`config.mk`:
```
export PLATFORM = sky130hd
export DESIGN_NAME = apkt_gate_ctrl
export DESIGN_NICKNAME = d
export VERILOG_FILES = /design/src/rtl/apkt_pkg.sv /design/src/rtl/apkt_edge_det.sv /design/src/rtl/apkt_state_ctl.sv /design/src/rtl/apkt_slot_pick.sv /design/src/rtl/apkt_gate_ctrl.sv
export SDC_FILE = /design/constraint.sdc
export NUM_CORES = 1
export LEC_CHECK = 0
export BUFFER_PORTS_ARGS = -buffer_cell sky130_fd_sc_hd__buf_2
export CAP_MARGIN = 20
export CORE_AREA = 2 2 39 41
export CTS_BUF_LIST = sky130_fd_sc_hd__clkbuf_4 sky130_fd_sc_hd__clkbuf_8
export CTS_CLUSTER_DIAMETER = 30
export CTS_CLUSTER_SIZE = 24
export DETAILED_ROUTE_END_ITERATION = 10
export DIE_AREA = 0 0 41 43
export PLACE_DENSITY = 0.45
export RECOVER_POWER = 100
export SLEW_MARGIN = 20
export SYNTH_ARGS = -nofsm -noshare
export SYNTH_HDL_FRONTEND = slang
export SYNTH_SLANG_ARGS = --single-unit
```
`constraint.sdc`:
```
create_clock -name clk -period 0.9 [get_ports clk]
set_input_delay 0 -clock clk [delete_from_list [all_inputs] [get_ports clk]]
set_output_delay 0 -clock clk [all_outputs]
set_load 0.05 [all_outputs]
```
`src/rtl/apkt_pkg.sv`:
```
// Package: shared types for the audio packet gating controller.
// Assumes: packet type code values are decoded by the packet builder downstream.
package apkt_pkg;

    localparam int PKT_W       = 2;
    localparam int NUM_STROBES = 2;
    localparam int STB_VBLANK  = 0;
    localparam int STB_ACTIVE  = 1;

    typedef enum logic [PKT_W-1:0] {
        PKT_NONE   = 2'b00,
        PKT_SAMPLE = 2'b01,
        PKT_SILENT = 2'b10,
        PKT_NULL   = 2'b11
    } pkt_kind_t;

    typedef enum logic [1:0] {
        ST_IDLE  = 2'b00,
        ST_ARMED = 2'b01,
        ST_RUN   = 2'b10,
        ST_DRAIN = 2'b11
    } gate_state_t;

endpackage

```
`src/rtl/apkt_edge_det.sv`:
```
// Module: per-bit rising and falling edge detector for timing strobes.
// Assumes: inputs are synchronous to clk. The history is cleared in reset, so a
// level that is high when reset ends counts as a rising edge.
module apkt_edge_det #(
    parameter int W = 2
) (
    input  logic         clk,
    input  logic         rst_n,
    input  logic [W-1:0] sig,
    output logic [W-1:0] rise,
    output logic [W-1:0] fall
);

    logic [W-1:0] hist_q;

    for (genvar b = 0; b < W; b++) begin : g_bit
        // Remember last cycle's level of this strobe.
        always_ff @(posedge clk) begin
            if (!rst_n) hist_q[b] <= 1'b0;
            else        hist_q[b] <= sig[b];
        end

        // Compare the current level with the remembered one.
        always_comb begin
            rise[b] = sig[b] & ~hist_q[b];
            fall[b] = ~sig[b] & hist_q[b];
        end
    end

endmodule

```
`src/rtl/apkt_state_ctl.sv`:
```
// Module: start/stop sequencer. It aligns enable to the next vertical blank
// and aligns disable to the end of active video.
// Assumes: the edge strobes come from apkt_edge_det in the same cycle as the level.
module apkt_state_ctl
    import apkt_pkg::*;
(
    input  logic        clk,
    input  logic        rst_n,
    input  logic        aud_en,
    input  logic        active_video,
    input  logic        vblank_start,
    input  logic        active_end,
    output gate_state_t state
);

    gate_state_t nxt;

    // Next-state decision for the start/stop sequence.
    always_comb begin
        nxt = state;
        unique case (state)
            ST_IDLE:  if (aud_en) nxt = ST_ARMED;
            ST_ARMED: begin
                if (!aud_en)           nxt = ST_IDLE;
                else if (vblank_start) nxt = ST_RUN;
            end
            ST_RUN:   if (!aud_en) nxt = active_video ? ST_DRAIN : ST_IDLE;
            ST_DRAIN: begin
                if (aud_en)          nxt = ST_RUN;
                else if (active_end) nxt = ST_IDLE;
            end
            default:  nxt = ST_IDLE;
        endcase
    end

    // State register.
    always_ff @(posedge clk) begin
        if (!rst_n) state <= ST_IDLE;
        else        state <= nxt;
    end

endmodule

```
`src/rtl/apkt_slot_pick.sv`:
```
// Module: chooses the packet type for each slot request. The result is
// registered and valid in the cycle after the request.
// Assumes: buf_avail and silent_en are sampled only in a slot cycle.
module apkt_slot_pick
    import apkt_pkg::*;
(
    input  logic        clk,
    input  logic        rst_n,
    input  gate_state_t state,
    input  logic        slot_req,
    input  logic        buf_avail,
    input  logic        silent_en,
    output pkt_kind_t   pkt_type
);

    pkt_kind_t pick;
    logic      serving;

    // Work out what this slot would carry.
    always_comb begin
        serving = (state == ST_RUN) || (state == ST_DRAIN);
        if (!slot_req || !serving) pick = PKT_NONE;
        else if (buf_avail)        pick = PKT_SAMPLE;
        else if (silent_en)        pick = PKT_SILENT;
        else                       pick = PKT_NULL;
    end

    // Register the choice for the packet builder.
    always_ff @(posedge clk) begin
        if (!rst_n) pkt_type <= PKT_NONE;
        else        pkt_type <= pick;
    end

endmodule

```
`src/rtl/apkt_gate_ctrl.sv`:
```
// Module: top of the audio packet gating controller.
// Assumes: all inputs are synchronous to clk. Reset is synchronous, active low.
module apkt_gate_ctrl
    import apkt_pkg::*;
(
    input  logic             clk,
    input  logic             rst_n,
    input  logic             aud_en,
    input  logic             silent_en,
    input  logic             buf_avail,
    input  logic             vblank,
    input  logic             active_video,
    input  logic             slot_req,
    output logic [PKT_W-1:0] pkt_type,
    output logic             cts_en,
    output logic             running
);

    logic [NUM_STROBES-1:0] stb, stb_rise, stb_fall;
    gate_state_t            state;
    pkt_kind_t              kind;

    // Gather the timing strobes into one vector.
    always_comb begin
        stb             = '0;
        stb[STB_VBLANK] = vblank;
        stb[STB_ACTIVE] = active_video;
    end

    apkt_edge_det #(.W(NUM_STROBES)) i_edge (
        .clk  (clk),
        .rst_n(rst_n),
        .sig  (stb),
        .rise (stb_rise),
        .fall (stb_fall)
    );

    apkt_state_ctl i_ctl (
        .clk         (clk),
        .rst_n       (rst_n),
        .aud_en      (aud_en),
        .active_video(active_video),
        .vblank_start(stb_rise[STB_VBLANK]),
        .active_end  (stb_fall[STB_ACTIVE]),
        .state       (state)
    );

    apkt_slot_pick i_pick (
        .clk      (clk),
        .rst_n    (rst_n),
        .state    (state),
        .slot_req (slot_req),
        .buf_avail(buf_avail),
        .silent_en(silent_en),
        .pkt_type (kind)
    );

    // Drive the outputs from the state and the selected packet type.
    always_comb begin
        pkt_type = kind;
        running  = (state == ST_RUN) || (state == ST_DRAIN);
        cts_en   = (state != ST_IDLE);
    end

endmodule

```
# Word-level counts from Yosys, hierarchy flattened
# Index checks and enable logic that the tools add are counted.
totals:
  regBits: 6
  input_bits: 8
  output_inout_bits: 4
classes:
  eq_ne: 7
  muxes: 10
  n_bitwise: 5
  reduce_logical: 9
ops:
  columns: ["operator", "count"]
  rows:
  - ["$mux W2", 7]
  - ["$pmux W2 S4", 1]
  - ["$ne A3 B2 Y1 const B", 2]
  - ["$eq A2 B2 Y1 const B", 2]
  - ["$ne A2 B2 Y1 const B", 2]
  - ["$reduce_and A4 Y1", 1]
  - ["$not A1 Y1", 3]
  - ["$reduce_or A3 Y1", 1]
  - ["$and A1 B1 Y1", 2]
  - ["$eq A2 B1 Y1 const B", 1]
  - ["$logic_not A1 Y1", 2]
  - ["$logic_not A2 Y1", 1]
  - ["$logic_or A1 B1 Y1", 2]
  - ["$mux W1", 2]
  - ["$reduce_bool A2 Y1", 1]
  - ["$reduce_or A2 Y1", 1]

# Longest topological paths before layout
# Gate-level depths: netlist of run 1.
logic_depth:
  depth_word: 5
  ltp_mapped: 3
  ltp_nobuf: 3

# Modules after synthesis
# A second synthesis of run 1 with hierarchy kept.
unflattened:
  hier_cells: 31
  hier_area_um2: 265.3
modules_own_cells:
  columns: ["module", "instances", "cells_per_inst", "area_each_um2"]
  rows:
  - ["apkt_state_ctl", 1, 15, 111.4]
  - ["apkt_edge_det", 1, 8, 77.6]
  - ["apkt_slot_pick", 1, 6, 66.3]
  - ["apkt_gate_ctrl", 1, 2, 10.0]

# Worst setup path after synthesis of run 1
# Ideal clock, no wire load.
synth_path:
  path_type: "register to output"
  start: "reg i_ctl.state[1]"
  end: "out running"
  arrival_time_ns: 0.839
  required_time_ns: 0.900
  slack_ns: 0.061
  stages_incl_launch_ff: 2
  path_cell_list: "dfxtp_1 > clkbuf_1"
synth_between:
  elab_chain_cells: 2
  word_cells_on_any_way: 3
  classes_between: "2 x eq/ne; 1 x reduce/logical"
synth_lines:
  columns: ["item", "line", "text"]
  rows:
  - ["start, declared", "apkt_state_ctl.sv:13", "output gate_state_t state"]
  - ["start signal, assigned", "apkt_state_ctl.sv:39", "else state <= nxt;"]
  - ["$eq A2 B2 Y1", "apkt_gate_ctrl.sv:61", "running = (state == ST_RUN) || (state == ST_DRAIN);"]
  - ["$logic_or A1 B1 Y1 *", "apkt_gate_ctrl.sv:61", null]
  - ["end, declared", "apkt_gate_ctrl.sv:16", "output logic running"]
# Mark *: on every way between the ends. The rest lies on a longest branch, timed or not.

# Final worst setup path of run 1
layout_path:
  start: "reg i_ctl.state[1]"
  end: "out cts_en"
layout_between:
  elab_chain_cells: 1
layout_lines:
  columns: ["item", "line", "text"]
  rows:
  - ["$reduce_bool A2 Y1", "apkt_gate_ctrl.sv:62", "cts_en = (state != ST_IDLE);"]
  - ["end, declared", "apkt_gate_ctrl.sv:15", "output logic cts_en,"]
# Every way passes these cells.

==> results.toml, run 1 <==
[floorplanning]
io_pins = 12
coreArea_sq_um = 1380
die_y_um = 43
initial_core_util_pct = 15.7
die_w_um = 41
num_rows = 14
fp.dieArea_sq_um = 1760

[cells_and_area]
n_fill_cell = 152
final_cell_count_no_fill = 57
drive_above_1_share_pct = 39.0
area_growth_syn_to_layout_pct = 73.0
nNetsFinal = 51
final_cell_area_sq_um = 377
multiInputGateArea_sq_um = 88.8
final_core_util_pct = 27.2
insertedDiodeCount = 0
regArea_sq_um = 121

[setup_path]
crit_path_end_kind = "primary output"
required_ns = 0.90
slowest_stage = "dfxtp_2"
critPathTopFamily = "flip-flops"
cp_data_arrival_time_ns = 0.94
max_stage_delay_ns = 0.31
cp_cell_sequence = "or2_4 > buf_8"
path_buf_inv = 1
worst-setup-path-type = "flip-flop to primary output"
worstPathMaxFanout = 2
crit_path_start_kind = "flip-flop"

[clock_network]
cts_sinks = 6
cts_buffers = 3
tritoncts = "done"
cts_buffer_depth = 2
post-cts-setup-buffer-count = 0
clk_latency_ns = 0.24
cts.root.buffer_cell = "clkbuf_4"
h-tree-depth = 1
path_clk_slew_ns = 0.05

[sta]
fmax_mhz = 1060
hold_viol = 0
tightest_slew_ns = 0.277
holdWs_ns = 0.0330
fin_ws_ns = -0.0407
relSlewSlack_pct = 81.6
setup-violations-final = 1
final_max_slew_viol_count = 0
rsz0062_at_grt = "true"
setup_tns_ns = -0.0407
layout_min_cycle_time_ns = 0.941
finalClockSkew_ns = 0.00105
min_period_over_period_pct = 105

[placed_design]
port_buffers = 11
dp_hpwl_um = 368
dp_slack_ns = 0.0774
globalplace.congestion = 0.665
place_area_sq_um = 297
dp_cells = 50

[drt]
ant_nets = 0
wl_per_cell_um = 9.18
via_count = 223
firstDrtPassIters = 3
drtIter0Drc = 4
totalWireLength_um = 523
drc = 0
vias_per_cell = 3.91

[logic_synthesis]
synth-simple-area-share_pct = 24.1
synthXorXnorAreaFrac_pct = 0
synth_compound_area_share_pct = 15.5
ys.flop_type = "dfxtp_1"
yosys_warnings = 0
synthMuxAreaShare_pct = 0
synthCells = 23
synthDistinctLibCells = 13
synth_nets = 31
yosysSeqAreaShare_pct = 55.2
synth.most_common_cell = "dfxtp_1"
synth_top_family_by_area = "simple AND/OR/NAND/NOR gates"
postSynthAreaPerCell_sq_um = 9.47
synth_top_cell_by_area = "dfxtp_1"
async_flop_share_pct = 0
synth-edff-count = 0
synth_area_sq_um = 218
netlist.area_leader.share_pct = 55.2
synth_fa_ha_area_share_pct = 0
ys_seq_elements = 6
synth.area.top_cells = "dfxtp_1 55%, o21ai_1 6.9%, and2_1 5.7%, a21oi_1 4.6%, and3b_1 4.0%"
synth_commonest_cells = "6 x dfxtp_1, 3 x o21ai_1, 2 x a21oi_1, 2 x and2_1, 2 x inv_1"

[global_route]
track_usage_pct = 7.45
grt-ovfl-total = 0
grt_max_degree = 7
grt_antenna_before_repair = 0
grt_pass1_wl_um = 814
grt_pass1_vias = 205

[status]
status = "complete, but fails checks"
violations = "negative setup slack"

[power_and_ir_drop]
power.density_nw_per_um2 = 1630
p_leak_nw = 0.172
finalPower_mw = 0.615
ir_drop_uv = 527

[min_path]
hp-class = "primary input to flip-flop"

[run]
max_cap_violations = 0
## worst register-to-register path: stages (launching register included)
cell and delay (ns):
dfxtp_1 0.32, nor2b_2 0.16, o2111ai_1 0.16, o21ai_1 0.08
## state kept, by name (all words and copies together), names as in the netlist
register	flops
i_ctl.state	2
i_edge.hist_q	2
i_pick.pkt_type	2
## worst paths after layout
check / startpoint / endpoint / slack (ns) / depth (start not counted)
worst max-delay path: i_ctl.state[1] / cts_en / -0.04 / 2
worst min-delay path: aud_en / i_ctl.state[1] / 0.03 / 3
worst max register to register: i_ctl.state[0] / i_ctl.state[0] / 0.07 / 3
worst min register to register: i_edge.hist_q[1] / i_ctl.state[1] / 0.59 / 3
## where the power goes
part | leakage, nW | switching [mW] | total (mW) | internal [mW]
logic | 0.109 | 0.0403 | 0.0864 | 0.0462
clock network | 0.0138 | 0.0979 | 0.249 | 0.151
registers | 0.0497 | 0.00401 | 0.280 | 0.276
total | 0.172 | 0.142 | 0.615 | 0.473
## cell families (layout without fill, tap and decap cells)
logic type      count (synthesis)  after routing
simple gates                    8              8
compound gates                  6              6
flops                           6              6
buf+inv                         3             21
## placed cells by master, fill, tap and decap left out, drive strengths merged, types with 2 or more instances in the layout
cell type,n
and2,2
inv,2
dfxtp,6
a21oi,2
buf,8
dlygate4sd3,4
clkbuf,7
o21ai,3
## area by class of cell
| type | count | share of cell area [%] |
|---|---|---|
| timing repair buffer | 16 | 30.9 |
| sequential | 6 | 32.2 |
| inverter | 2 | 1.99 |
| multi-input combinational | 14 | 23.6 |
| clock buffer | 3 | 5.98 |
| tap | 16 | 5.32 |
## routing by layer
metal	track usage, %	wire, um	vias to the layer above
li1	-	-	115
met1	8.12	216	100
met2	10.6	266	8
met3	3.14	40	0
met4	6.00	0	0
met5	0	0	-
## repair_timing
| action | CTS | global route |
|---|---|---|
| endpoints found under the hold margin | 4 | 0 |
| gates resized for setup | 6 | 1 |
| gates cloned | 0 | 0 |
| hold buffers | 4 | 0 |
| endpoints found under the setup margin | 2 | 3 |
Note: power is estimated with default switching activity, not from simulation.
==> run 2: changes to the inputs <==
--- a/config.mk
+++ b/config.mk
@@ -5,6 +5,7 @@
 export SDC_FILE = /design/constraint.sdc
 export NUM_CORES = 1
 export LEC_CHECK = 0
+export ABC_AREA = 1
 export BUFFER_PORTS_ARGS = -buffer_cell sky130_fd_sc_hd__buf_2
 export CAP_MARGIN = 20
 export CORE_AREA = 2 2 39 41
@@ -13,7 +14,7 @@
 export CTS_CLUSTER_SIZE = 24
 export DETAILED_ROUTE_END_ITERATION = 10
 export DIE_AREA = 0 0 41 43
-export PLACE_DENSITY = 0.45
+export PLACE_DENSITY = 0.49
 export RECOVER_POWER = 100
 export SLEW_MARGIN = 20
 export SYNTH_ARGS = -nofsm -noshare
==> results.toml, run 2 <==
[global_route]
grt-ovfl-total = 0
grt_pass1_vias = 258
grt_use_met2_pct = 11.3
grtUsageMet1_pct = 10.0
grt_antenna_before_repair = 0
grt_max_degree = 6
track_usage_pct = 9.45
grt-busiest-layer = "met4"
use_met3_pct = 4.71
grt_pass1_wl_um = 1010

[floorplanning]
die_y_um = 43
num_rows = 14
initial_core_util_pct = 19.5
coreArea_sq_um = 1380
die_w_um = 41
io_pins = 12
fp.dieArea_sq_um = 1760

[clock_network]
cts_buffers = 3
tritoncts = "done"
cts_buffer_depth = 2
path_clk_slew_ns = 0.05
post-cts-setup-buffer-count = 0
cts_sinks = 6
h-tree-depth = 1
cts.root.buffer_cell = "clkbuf_4"
clk_latency_ns = 0.25

[logic_synthesis]
synth-edff-count = 0
synth_nets = 47
synthCells = 39
yosys_warnings = 0
synth_commonest_cells = "11 x nand2_1, 6 x dfxtp_1, 6 x inv_1, 3 x nand3_1, 3 x nor2_1"
yosysSeqAreaShare_pct = 44.4
synth_area_sq_um = 270
async_flop_share_pct = 0
synth.area.top_cells = "dfxtp_1 44%, nand2_1 15%, inv_1 8.3%, nand3_1 5.6%, nor2_2 4.6%"
synth_top_cell_by_area = "dfxtp_1"
netlist.area_leader.share_pct = 44.4
synthDistinctLibCells = 14
synth.most_common_cell = "nand2_1"
postSynthAreaPerCell_sq_um = 6.93
ys.flop_type = "dfxtp_1"
ys_seq_elements = 6

[drt]
drc = 0
drtIter0Drc = 4
ant_nets = 0
via_count = 298
firstDrtPassIters = 4
totalWireLength_um = 644
vias_per_cell = 3.92
wl_per_cell_um = 8.47

[power_and_ir_drop]
power_switching_mw = 0.684
swShare_pct = 42.5
ir_drop_uv = 1050
intPower_mw = 0.926
p_leak_nw = 0.248
pwr-share-comb_pct = 56.3
finalPower_mw = 1.61
power_frac_seq_pct = 24.9
clkPwrFrac_pct = 18.8
power.density_nw_per_um2 = 3340

[sta]
final_max_slew_viol_count = 0
hold_viol = 0
relSlewSlack_pct = 81.7
min_period_over_period_pct = 110
tightest_slew_ns = 0.275
holdWs_ns = 0.0171
layout_min_cycle_time_ns = 0.986
fmax_mhz = 1010
setup_tns_ns = -0.193
finalClockSkew_ns = 0.00947
rsz0062_at_grt = "true"
setup-violations-final = 3
fin_ws_ns = -0.0862

[cells_and_area]
area_growth_syn_to_layout_pct = 78.2
insertedDiodeCount = 0
final_cell_area_sq_um = 482
layout_commonest_cell = "nand2_1"
reg_top3 = "i_ctl.state (2), i_edge.hist_q (2), i_pick.pkt_type (2)"
drive_above_1_share_pct = 48.3
regArea_sq_um = 125
n_fill_cell = 149
final_core_util_pct = 34.8
multiInputGateArea_sq_um = 135
nNetsFinal = 69
layout_common_cells = "7 x nand2_1, 6 x buf_2, 5 x inv_1"

[setup_path]
crit_path_end_kind = "primary output"
worstPathMaxFanout = 5
cp_data_arrival_time_ns = 0.99
worst-setup-path-type = "flip-flop to primary output"
required_ns = 0.90
crit_path_start_kind = "flip-flop"

[status]
status = "complete, but fails checks"
violations = "negative setup slack"

[placed_design]
dp_hpwl_um = 461
globalplace.congestion = 0.611
place_area_sq_um = 387
port_buffers = 11

[run]
max_cap_violations = 0

[min_path]
hp-class = "primary input to flip-flop"
## run 2: power by group through the flow
stage,combinational (mW),clock [mW],sequential [mW]
after floorplan,0.535,0,0.424
after global placement,0.750,0,0.406
after detailed placement,0.749,0,0.406
after CTS,0.915,0.328,0.402
after global routing,0.976,0.355,0.408
final,0.906,0.303,0.401
## run 2: through the flow
stage	worst slack (ns)	std cells
CTS	-0.113	76
detailed placement	-0.0479	68
global placement	-0.0478	68
floorplan	-0.0118	39
finish	-0.0862	76
global route	-0.138	76
## run 2: timing repair
action / in CTS / in global routing
hold buffers: 4 / 0
setup endpoints to repair: 4 / 4
hold endpoints to repair: 4 / 0
pin swaps: 2 / 1
resized for setup: 8 / 0
cloned: 0 / 0
## run 2: cells by family (layout without fill, tap and decap cells)
kind of cell    after synthesis  in the layout  share of synthesized area, %
buf+inv                       8             29                          11.1
compound gates                2              2                          3.70
simple gates                 23             23                          40.7
flops                         6              6                          44.4
## run 2: final timing paths
kind | from | endpoint | slack [ns] | cells after the start
max | i_ctl.state[0] | cts_en | -0.09 | 4
max reg2reg | i_ctl.state[1] | i_ctl.state[0] | -0.06 | 7
min | rst_n | i_edge.hist_q[0] | 0.02 | 3
min reg2reg | i_ctl.state[0] | i_ctl.state[0] | 0.58 | 4
## run 2: area by class of cell
type	instances	share of cell area (%)
Multi-Input combinational cell	25	28.1
Clock buffer	4	6.23
Sequential cell	6	26.0
Timing Repair Buffer	18	29.1
Inverter	7	6.49
Tap cell	16	4.16
## run 2: worst max-delay path, cell delays in order, from the launching register on
cell and delay [ns]:
dfxtp_2 0.35, inv_4 0.05, buf_4 0.13, nand2_4 0.06, buf_8 0.14
## run 2: per-layer routing
metal | share of wire [%] | up-vias
met4 | 2.2 | 0
met2 | 43 | 14
met1 | 46 | 122
li1 | - | 160
met5 | 0 | -
met3 | 9.0 | 2
==> run 3: changes to the inputs <==
--- a/config.mk
+++ b/config.mk
@@ -14,8 +14,10 @@
 export CTS_CLUSTER_SIZE = 24
 export DETAILED_ROUTE_END_ITERATION = 10
 export DIE_AREA = 0 0 41 43
+export GPL_ROUTABILITY_DRIVEN = 0
 export PLACE_DENSITY = 0.49
 export RECOVER_POWER = 100
+export SKIP_CTS_REPAIR_TIMING = 1
 export SLEW_MARGIN = 20
 export SYNTH_ARGS = -nofsm -noshare
 export SYNTH_HDL_FRONTEND = slang
==> results.toml, run 3 (synthesis gave the netlist of run 2 again) <==
[status]
status = "complete, but fails checks"
violations = "negative setup slack"

[drt]
via_count = 311
vias_per_cell = 3.99
ant_nets = 0
drc = 0
firstDrtPassIters = 4
wl_per_cell_um = 8.82
totalWireLength_um = 688
drtIter0Drc = 4

[cells_and_area]
drive_above_1_share_pct = 50.0
area_growth_syn_to_layout_pct = 89.8
final_core_util_pct = 37.1
layout_common_cells = "7 x nand2_1, 6 x buf_2, 5 x inv_1, 5 x dlygate4sd3_1"
reg_top3 = "i_ctl.state (2), i_edge.hist_q (2), i_pick.pkt_type (2)"
insertedDiodeCount = 0
layout_commonest_cell = "nand2_1"
nNetsFinal = 71

[clock_network]
clk_latency_ns = 0.25
cts.root.buffer_cell = "clkbuf_4"
h-tree-depth = 1
cts_buffers = 3
tritoncts = "done"
cts_sinks = 6
cts_buffer_depth = 2
path_clk_slew_ns = 0.05

[global_route]
track_usage_pct = 8.64
grt_pass1_vias = 227
grt-ovfl-total = 0
grt_antenna_before_repair = 0
grt_pass1_wl_um = 910
grt_max_degree = 6

[power_and_ir_drop]
power.density_nw_per_um2 = 3300
p_leak_nw = 0.260
power_frac_seq_pct = 23.7
clkPwrFrac_pct = 18.0
intPower_mw = 0.987
pwr-share-comb_pct = 58.3
swShare_pct = 41.7
ir_drop_uv = 1020
power_switching_mw = 0.705
finalPower_mw = 1.69

[sta]
setup-violations-final = 4
finalClockSkew_ns = 0.00832
tightest_slew_ns = 0.275
rsz0062_at_grt = "true"
fin_ws_ns = -0.0992
relSlewSlack_pct = 81.7
hold_viol = 0
setup_tns_ns = -0.297
min_period_over_period_pct = 111
final_max_slew_viol_count = 0
fmax_mhz = 1000
layout_min_cycle_time_ns = 0.999

[setup_path]
crit_path_start_kind = "flip-flop"
worstPathMaxFanout = 5
crit_path_end_kind = "primary output"
cp_data_arrival_time_ns = 1.00
required_ns = 0.90
worst-setup-path-type = "flip-flop to primary output"

[placed_design]
dp_hpwl_um = 461
dp_slack_ns = -0.0479
port_buffers = 11

[run]
max_cap_violations = 0

[floorplanning]
io_pins = 12
die_w_um = 41
initial_core_util_pct = 19.5
fp.dieArea_sq_um = 1760
num_rows = 14
coreArea_sq_um = 1380
die_y_um = 43

[min_path]
hp-class = "primary input to flip-flop"
==> run 3: critical path, stage by stage (launching register included) <==
cell	delay, ns
dfxtp_4	0.36
buf_4	0.14
buf_6	0.11
buf_12	0.14
==> run 3: power groups by stage <==
stage | Clock (mW) | Combinational (mW) | Sequential, mW
2_1_floorplan | 0 | 0.535 | 0.424
3_3_place_gp | 0 | 0.750 | 0.406
3_5_place_dp | 0 | 0.749 | 0.406
4_1_cts | 0.328 | 0.753 | 0.402
5_1_grt | 0.355 | 1.06 | 0.408
6_report | 0.305 | 0.987 | 0.400
==> run 3: final cells by class <==
cell class	instances	area, sq um
inverter	7	31.3
tap	16	20.0
fill	150	871
timing repair buffer	20	166
multi-input combinational	25	140
sequential	6	125
clock buffer	4	30.0
==> run 3: metal layers <==
metal	part of all wire [%]	vias up	GRT usage (%)
met4	2.0	0	12.0
met3	9.7	2	4.19
met1	43	131	9.03
met5	0	-	0
li1	-	164	-
met2	45	14	10.0
==> run 3: worst paths after layout <==
path / slack [ns] / cells past startpoint / startpoint / endpoint
worst min register to register: 0.58 / 4 / i_ctl.state[0] / i_ctl.state[0]
worst min-delay path: 0.03 / 3 / rst_n / i_ctl.state[0]
worst max register to register: -0.06 / 7 / i_ctl.state[1] / i_ctl.state[0]
worst max-delay path: -0.1 / 3 / i_ctl.state[1] / running
==> run 3: stage by stage <==
step / hold WS (ns) / instances / area (sq um)
after floorplan: 0.0724 / 39 / 293
after global placement: 0.175 / 68 / 387
final: 0.0282 / 78 / 513
after CTS: -0.0952 / 72 / 417
after global routing: 0.0205 / 78 / 513
after detailed placement: 0.177 / 68 / 387
